==> config.mk <==
export PLATFORM = sky130hd
export DESIGN_NAME = dac_pwr_ref_ctrl
export DESIGN_NICKNAME = d
export VERILOG_FILES = /design/src/rtl/dpr_pkg.sv /design/src/rtl/dpr_chan_fsm.sv /design/src/rtl/dpr_ref_fsm.sv /design/src/rtl/dpr_settle_timer.sv /design/src/rtl/dac_pwr_ref_ctrl.sv
export SDC_FILE = /design/constraint.sdc
export NUM_CORES = 1
export LEC_CHECK = 0
export ABC_AREA = 1
export BUFFER_PORTS_ARGS = -buffer_cell sky130_fd_sc_hd__buf_2
export CAP_MARGIN = 15
export CORE_MARGIN = 3
export CORE_UTILIZATION = 54
export DETAILED_ROUTE_END_ITERATION = 6
export PLACE_DENSITY = 0.8
export SLEW_MARGIN = 20
export SYNTH_ARGS = -nofsm -noshare
export SYNTH_HDL_FRONTEND = slang
export SYNTH_HIERARCHICAL = 1
export SYNTH_SLANG_ARGS = --single-unit
export TNS_END_PERCENT = 20
==> constraint.sdc <==
create_clock -name clk -period 2 [get_ports clk]
set_input_delay 0.3 -clock clk [delete_from_list [all_inputs] [get_ports clk]]
set_output_delay 0.3 -clock clk [all_outputs]
set_load 0.02 [all_outputs]
==> src/rtl/dpr_pkg.sv <==
package dpr_pkg;

    localparam logic [3:0] CODE_PD_CHAN = 4'b0100;
    localparam logic [3:0] CODE_PD_CHIP = 4'b0101;
    localparam logic [3:0] CODE_REF_INT = 4'b0110;
    localparam logic [3:0] CODE_REF_EXT = 4'b0111;

    typedef enum logic [1:0] {
        REF_ON       = 2'd0,
        REF_OFF_EXT  = 2'd1,
        REF_OFF_CHIP = 2'd2
    } ref_state_e;

    typedef enum logic {
        CH_ON  = 1'b0,
        CH_OFF = 1'b1
    } ch_state_e;

    typedef enum logic {
        TS_IDLE   = 1'b0,
        TS_SETTLE = 1'b1
    } settle_state_e;

endpackage

==> src/rtl/dpr_chan_fsm.sv <==
module dpr_chan_fsm
    import dpr_pkg::*;
#(
    parameter int          ADDR_W   = 4,
    parameter int          IDX      = 0,
    parameter logic [ADDR_W-1:0] ALL_ADDR = '1,
    parameter logic [15:0] UPD_MASK = 16'h000E
) (
    input  logic              clk,
    input  logic              rst_n,
    input  logic              cmd_valid,
    input  logic [3:0]        cmd_code,
    input  logic [ADDR_W-1:0] cmd_addr,
    output logic              hit,
    output logic              pd,
    output logic              wake
);

    ch_state_e state_q, state_d;
    logic is_upd;

    always_comb begin
        hit    = (cmd_addr == ADDR_W'(IDX)) || (cmd_addr == ALL_ADDR);
        is_upd = UPD_MASK[cmd_code];
    end

    always_comb begin
        state_d = state_q;
        if (cmd_valid) begin
            unique case (state_q)
                CH_ON: begin
                    if (cmd_code == CODE_PD_CHIP ||
                        (cmd_code == CODE_PD_CHAN && hit))
                        state_d = CH_OFF;
                end
                CH_OFF: begin
                    if (is_upd && hit)
                        state_d = CH_ON;
                end
                default: state_d = state_q;
            endcase
        end
    end

    always_ff @(posedge clk or negedge rst_n) begin
        if (!rst_n) state_q <= CH_ON;
        else        state_q <= state_d;
    end

    always_comb begin
        pd   = (state_q == CH_OFF);
        wake = (state_q == CH_OFF) && cmd_valid && is_upd && hit;
    end

    assert_pd_sets_R2: assert property (@(posedge clk) disable iff (!rst_n)
        (cmd_valid && cmd_code == CODE_PD_CHAN && hit) |=> pd);

    assert_upd_wakes_R6: assert property (@(posedge clk) disable iff (!rst_n)
        (cmd_valid && is_upd && hit) |=> !pd);

endmodule

==> src/rtl/dpr_ref_fsm.sv <==
module dpr_ref_fsm
    import dpr_pkg::*;
#(
    parameter logic INT_REF_DEFAULT = 1'b1
) (
    input  logic       clk,
    input  logic       rst_n,
    input  logic       cmd_valid,
    input  logic [3:0] cmd_code,
    input  logic       upd_hit,
    output logic       ref_en,
    output logic       ref_ext
);

    localparam ref_state_e RST_STATE = INT_REF_DEFAULT ? REF_ON : REF_OFF_EXT;

    ref_state_e state_q, state_d;

    always_comb begin
        state_d = state_q;
        if (cmd_valid) begin
            unique case (state_q)
                REF_ON: begin
                    if (cmd_code == CODE_REF_EXT)      state_d = REF_OFF_EXT;
                    else if (cmd_code == CODE_PD_CHIP) state_d = REF_OFF_CHIP;
                end
                REF_OFF_EXT: begin
                    if (cmd_code == CODE_REF_INT)      state_d = REF_ON;
                end
                REF_OFF_CHIP: begin
                    if (cmd_code == CODE_REF_INT)      state_d = REF_ON;
                    else if (cmd_code == CODE_REF_EXT) state_d = REF_OFF_EXT;
                    else if (upd_hit)                  state_d = REF_ON;
                end
                default: state_d = RST_STATE;
            endcase
        end
    end

    always_ff @(posedge clk or negedge rst_n) begin
        if (!rst_n) state_q <= RST_STATE;
        else        state_q <= state_d;
    end

    always_comb begin
        ref_en  = (state_q == REF_ON);
        ref_ext = (state_q == REF_OFF_EXT);
    end

    assert_ext_sticky_R5: assert property (@(posedge clk) disable iff (!rst_n)
        (ref_ext && !(cmd_valid && cmd_code == CODE_REF_INT)) |=> (ref_ext && !ref_en));

    assert_int_select_R4: assert property (@(posedge clk) disable iff (!rst_n)
        (cmd_valid && cmd_code == CODE_REF_INT) |=> (ref_en && !ref_ext));

    assert_chip_wake_R7: assert property (@(posedge clk) disable iff (!rst_n)
        (state_q == REF_OFF_CHIP && upd_hit && cmd_code != CODE_REF_EXT) |=> ref_en);

endmodule

==> src/rtl/dpr_settle_timer.sv <==
module dpr_settle_timer
    import dpr_pkg::*;
#(
    parameter int SHORT_CYC = 2000,
    parameter int LONG_CYC  = 2400,
    localparam int MAX_CYC  = (LONG_CYC > SHORT_CYC) ? LONG_CYC : SHORT_CYC,
    localparam int CNT_W    = $clog2(MAX_CYC + 1)
) (
    input  logic clk,
    input  logic rst_n,
    input  logic start,
    input  logic long_sel,
    output logic busy
);

    localparam logic [CNT_W-1:0] LOAD_SHORT = CNT_W'(SHORT_CYC - 1);
    localparam logic [CNT_W-1:0] LOAD_LONG  = CNT_W'(LONG_CYC - 1);

    settle_state_e state_q, state_d;
    logic [CNT_W-1:0] cnt_q, cnt_d;

    always_comb begin
        state_d = state_q;
        cnt_d   = cnt_q;
        unique case (state_q)
            TS_IDLE: begin
                if (start) begin
                    state_d = TS_SETTLE;
                    cnt_d   = long_sel ? LOAD_LONG : LOAD_SHORT;
                end
            end
            TS_SETTLE: begin
                if (start) begin
                    cnt_d = long_sel ? LOAD_LONG : LOAD_SHORT;
                end else if (cnt_q == '0) begin
                    state_d = TS_IDLE;
                end else begin
                    cnt_d = cnt_q - 1'b1;
                end
            end
            default: begin
                state_d = TS_IDLE;
                cnt_d   = '0;
            end
        endcase
    end

    always_ff @(posedge clk or negedge rst_n) begin
        if (!rst_n) begin
            state_q <= TS_IDLE;
            cnt_q   <= '0;
        end else begin
            state_q <= state_d;
            cnt_q   <= cnt_d;
        end
    end

    always_comb busy = (state_q == TS_SETTLE);

    assert_busy_holds_R9: assert property (@(posedge clk) disable iff (!rst_n)
        (busy && cnt_q != '0) |=> busy);

    assert_long_load_R10: assert property (@(posedge clk) disable iff (!rst_n)
        (start && long_sel) |=> (busy && cnt_q == LOAD_LONG));

    assert_restart_R12: assert property (@(posedge clk) disable iff (!rst_n)
        (busy && start && !long_sel) |=> (busy && cnt_q == LOAD_SHORT));

endmodule

==> src/rtl/dac_pwr_ref_ctrl.sv <==
module dac_pwr_ref_ctrl
    import dpr_pkg::*;
#(
    parameter int          NUM_CH          = 2,
    parameter int          ADDR_W          = 4,
    parameter int          DATA_W          = 16,
    parameter logic [ADDR_W-1:0] ALL_ADDR  = 4'hF,
    parameter logic [15:0] UPD_MASK        = 16'h000E,
    parameter logic        INT_REF_DEFAULT = 1'b1,
    parameter int          CLK_MHZ         = 200,
    parameter int          SHORT_US        = 10,
    parameter int          LONG_US         = 12
) (
    input  logic              clk,
    input  logic              rst_n,
    input  logic              cmd_valid,
    input  logic [3:0]        cmd_code,
    input  logic [ADDR_W-1:0] cmd_addr,
    input  logic [DATA_W-1:0] cmd_data,
    output logic [NUM_CH-1:0] ch_en,
    output logic              ref_en,
    output logic              ref_ext,
    output logic              bias_en,
    output logic              settle_busy
);

    localparam int SHORT_CYC = SHORT_US * CLK_MHZ;
    localparam int LONG_CYC  = LONG_US * CLK_MHZ;

    logic [NUM_CH-1:0] ch_hit, ch_pd, ch_wake;
    logic upd_hit, bias_off, wake_any;

    for (genvar g = 0; g < NUM_CH; g++) begin : g_chan
        dpr_chan_fsm #(
            .ADDR_W   (ADDR_W),
            .IDX      (g),
            .ALL_ADDR (ALL_ADDR),
            .UPD_MASK (UPD_MASK)
        ) chan_i (
            .clk       (clk),
            .rst_n     (rst_n),
            .cmd_valid (cmd_valid),
            .cmd_code  (cmd_code),
            .cmd_addr  (cmd_addr),
            .hit       (ch_hit[g]),
            .pd        (ch_pd[g]),
            .wake      (ch_wake[g])
        );
    end

    always_comb begin
        upd_hit  = cmd_valid && UPD_MASK[cmd_code] && (|ch_hit);
        wake_any = |ch_wake;
        bias_off = (&ch_pd) && !ref_en;
        ch_en    = ~ch_pd;
        bias_en  = !bias_off;
    end

    dpr_ref_fsm #(
        .INT_REF_DEFAULT (INT_REF_DEFAULT)
    ) ref_i (
        .clk       (clk),
        .rst_n     (rst_n),
        .cmd_valid (cmd_valid),
        .cmd_code  (cmd_code),
        .upd_hit   (upd_hit),
        .ref_en    (ref_en),
        .ref_ext   (ref_ext)
    );

    dpr_settle_timer #(
        .SHORT_CYC (SHORT_CYC),
        .LONG_CYC  (LONG_CYC)
    ) timer_i (
        .clk      (clk),
        .rst_n    (rst_n),
        .start    (wake_any),
        .long_sel (bias_off),
        .busy     (settle_busy)
    );

    assert_inputs_known_R11: assert property (@(posedge clk) disable iff (!rst_n)
        cmd_valid |-> !$isunknown({cmd_code, cmd_addr, cmd_data}));

    assert_chip_off_R3: assert property (@(posedge clk) disable iff (!rst_n)
        (cmd_valid && cmd_code == CODE_PD_CHIP) |=> (!ref_en && ch_en == '0 && !bias_en));

    assert_wake_busy_R9: assert property (@(posedge clk) disable iff (!rst_n)
        (cmd_valid && UPD_MASK[cmd_code] && (|(ch_hit & ~ch_en))) |=> settle_busy);

endmodule

==> impl_summary.txt <==
----------------------------------------------------
[Drt]
  Routed wire length ... 2820 microns
  Initial DRT Pass Iterations ... 4
  Avg Vias per Cell ... 5.11
  DR iter-0 viols ... 38
  Met3 WL post-DR ... 120 microns
  Total number of vias ... 1381
  Met2 WL post-DR ... 1390 microns
  Residual DRC count ... 0
  Uppermost signal routing layer after detailed routing ... met4
  Remaining number of nets flagged by the antenna check after routing ... 0
  WL met1 ... 1270 microns
  Average routed wire per standard cell ... 10.4 microns

[Place]
  HPWL after DPL ... 2210 microns
  Buffers added on ports ... 16
  Cell area after placement ... 1570 sq um
  Routability cong. ... 0.814

[Clock network]
  Number of gates resized after cts ... 0
  TritonCTS clock tree ... built
  Clock transition at the registers of the reported paths ... 0.10 ns
  Clock Path Buffers ... 2
  Number of buffers added by the clock tree synthesis step ... 3
  Clock latency on the worst-skew pair ... 0.29 ns
  Quantity of hold-fixing buffers added after cts ... 1
  Post-CTS Setup Bufs ... 0
  Library cell used as clock root buffer ... sky130_fd_sc_hd__clkbuf_4
  Sinks on Clock Net ... 17
  H-tree levels ... 1

[Global route]
  Number of global-route vias before repair ... 1197
  Combined global-route utilization of all metal layers ... 18.6%
  Pin count of the biggest net entering global routing ... 18
  Initial antenna violation count ... 0
  Wire length of the first global-routing pass ... 4970 microns
  Total congestion overflow ... 0

[Setup path]
  Critical path cell sequence ... inv_1, nor2_1, nand4_1, nor2_4, or2_1, inv_1, nand2_1, inv_1, nand3_1, nand2_1, o21ai_2
  Critical path capture point type ... flip-flop
  Worst EP required ... 2.19 ns
  Largest fanout on the critical path ... 5
  Cell family contributing the most delay on the critical path ... simple AND/OR/NAND/NOR gates
  Class of the most critical setup path ... flip-flop to flip-flop
  Crit path arrival time ... 1.88 ns
  Cell with the largest stage delay on the worst path ... sky130_fd_sc_hd__dfrtp_1
  Combined buffer and inverter count along the critical path ... 3
  Cell repeated most along the worst path ... sky130_fd_sc_hd__inv_1
  Peak per-stage delay on the critical path ... 0.42 ns
  Launching point of the worst reg2reg path ... g_chan[1].chan_i/pd$_DFFE_PN0P_
  Critical Path Start ... g_chan[1].chan_i/pd$_DFFE_PN0P_
  Critical Path Source Type ... flip-flop

[Layout]
  Layout net count ... 270
  Share of post-route cells with drive strength above 1 ... 28.3%
  Number of diodes ... 0
  Final standard cell area without fillers ... 1610 sq um
  Layout overhead on the synthesized area ... 10.8%

[Logic synthesis]
  Net count after synthesis ... 248
  Mapped Cells ... 219
  Dominant register cell in the synthesized netlist ... sky130_fd_sc_hd__dfrtp_1
  Number of flops mapped to enable cells by yosys ... 0
  Mean instance size in the synthesized netlist ... 6.62 sq um
  Async set-reset flop share out of synthesis ... 100%
  Number of synthesized register bits ... 17
  Ys Warns ... 6
  Netlist area before placement ... 1450 sq um
  Register area share after synthesis ... 29.3%
  Count of cell types in the netlist ... 28

[Power]
  Cell Pwr Density ... 1020 nW/um^2
  Maximum vdd ir drop ... 0.000725 V
  Static leakage power ... 0.869 nW

[STA]
  Setup repair after global routing missed its margin ... false
  Setup TNS after final layout ... 0 ns
  Worst slew margin ... 74.5%
  Clock tree skew after final layout ... 0.00151 ns
  Finish-stage setup viols ... 0
  Transition at the pin with the smallest max-transition slack ... 0.383 ns
  Final-report max-slew violation count ... 0
  Upper clock frequency limit ... 593 MHz
  Tcrit/Tclk final ... 84.4%
  Final critical path time including I/O delays and setup ... 1.69 ns
  Final count of hold timing violations ... 0

[Min path]
  Worst hold path class ... primary input to flip-flop
  Worst hold path startpoint ... cmd_code[1]

[Floorplan]
  Std-Cell Rows ... 18
  Number of placed I/O pins ... 33
  Height of the die ... 57.8 microns
  Die Wd ... 57.8 microns
  Starting density of the core ... 57.5%
  Area enclosed by the die boundary ... 3340 sq um
  Area of the core region ... 2520 sq um

[Run]
  Count of maximum capacitance violations ... 0

[Outcome]
  Status ... finished clean

----------------------------------------------------
[per-stage QoR]
stage	hold slack, ns	util [%]	cells	setup slack, ns	power (mW)
floorplan	0.00441	-	219	0.331	1.26
global placement	0.248	62.3	265	0.234	1.44
detailed placement	0.248	62.3	265	0.220	1.47
CTS	0.360	63.7	270	0.284	1.65
global route	0.400	63.7	270	0.163	1.79
finish	0.365	63.7	270	0.313	1.64
[sequential cells by signal, summed over array words and instances, names as in the netlist]
register,count
g_chan.chan_i/pd,2
ref_i/state_q,2
timer_i/busy,1
timer_i/cnt_q,12
[worst reg2reg max path: cells and delay by family (launching register included)]
kind                   cells  cell delay [ns]
AOI/OAI and AO/OA          1             0.05
buffers and inverters      3             0.40
DFF                        1             0.42
and+or+nand+nor            7             0.71
[routing by layer]
layer,global-route usage (%),vias up
met2,32.9,30
met1,23.2,629
li1,-,720
met5,0,-
met4,7.95,0
met3,1.56,2
[synth_stat cells, types with 2 or more instances]
library cell	count	area, sq um
sky130_fd_sc_hd__nand2_2	5	31.3
sky130_fd_sc_hd__ha_1	2	25.0
sky130_fd_sc_hd__nor2_1	24	90.1
sky130_fd_sc_hd__o21ai_0	3	15.0
sky130_fd_sc_hd__nand2_1	56	210
sky130_fd_sc_hd__nor2_2	11	68.8
sky130_fd_sc_hd__nand2_8	2	40.0
sky130_fd_sc_hd__nand2_4	2	22.5
sky130_fd_sc_hd__o21ai_2	2	17.5
sky130_fd_sc_hd__nor2_4	4	45.0
sky130_fd_sc_hd__nand4_1	6	37.5
sky130_fd_sc_hd__dfrtp_1	17	425
sky130_fd_sc_hd__inv_1	31	116
sky130_fd_sc_hd__o21bai_1	2	15.0
sky130_fd_sc_hd__or2_2	2	12.5
sky130_fd_sc_hd__a21oi_2	5	43.8
sky130_fd_sc_hd__nand3_1	21	105
sky130_fd_sc_hd__o21ai_1	4	20.0
sky130_fd_sc_hd__inv_2	11	41.3
[layout by cell type, fill, tap and decap left out, types with 2 or more instances in the layout]
cell and n:
sky130_fd_sc_hd__o21ai_2 2, sky130_fd_sc_hd__buf_2 16, sky130_fd_sc_hd__ha_1 2, sky130_fd_sc_hd__nor2_1 24
sky130_fd_sc_hd__or2_2 2, sky130_fd_sc_hd__inv_2 11, sky130_fd_sc_hd__nand2_2 5, sky130_fd_sc_hd__nor2_4 4
sky130_fd_sc_hd__o21ai_0 3, sky130_fd_sc_hd__inv_1 31, sky130_fd_sc_hd__nand4_1 6, sky130_fd_sc_hd__clkbuf_4 3
sky130_fd_sc_hd__o21ai_1 4, sky130_fd_sc_hd__nor2_2 11, sky130_fd_sc_hd__nand2_4 2, sky130_fd_sc_hd__o21bai_1 2
sky130_fd_sc_hd__a21oi_2 5, sky130_fd_sc_hd__nand2_1 56, sky130_fd_sc_hd__dfrtp_1 17, sky130_fd_sc_hd__nand3_1 21
sky130_fd_sc_hd__nand2_8 2
[power breakdown]
part | internal, mW | switching, mW
clock | 0.0775 | 0.110
combinational | 0.315 | 0.511
sequential | 0.483 | 0.147
[final timing paths]
path	slack, ns	endpoint	cells after the start
worst max-delay path	0.31	timer_i/cnt_q[9]$_DFFE_PN0P_	11
min in group asynchronous	0.45	timer_i/cnt_q[10]$_DFFE_PN0P_	2
worst min-delay path	0.36	g_chan[1].chan_i/pd$_DFFE_PN0P_	4
worst min register to register	0.55	timer_i/cnt_q[6]$_DFFE_PN0P_	2
max in group asynchronous	1.27	timer_i/cnt_q[8]$_DFFE_PN0P_	2
worst max register to register	0.31	timer_i/cnt_q[9]$_DFFE_PN0P_	11
[cell type report]
class,instances,area [sq um]
multi-input combinational,159,862
clock buffer,4,26.3
sequential,17,425
inverter,42,158
timing repair buffer,18,97.6
fill,246,916
tap,30,37.5
[logic make-up (layout without fill, tap and decap cells)]
logic type | count (synthesis) | count (layout) | synth area share [%]
adder cells (fa/ha/maj) | 2 | 2 | 1.73
AND/OR/NAND/NOR | 138 | 138 | 48.3
flip-flops | 17 | 17 | 29.3
AO/OA/AOI/OAI | 19 | 19 | 9.40
buffers and inverters | 43 | 64 | 11.2
No activity file was read; power rests on OpenSTA's default activity.
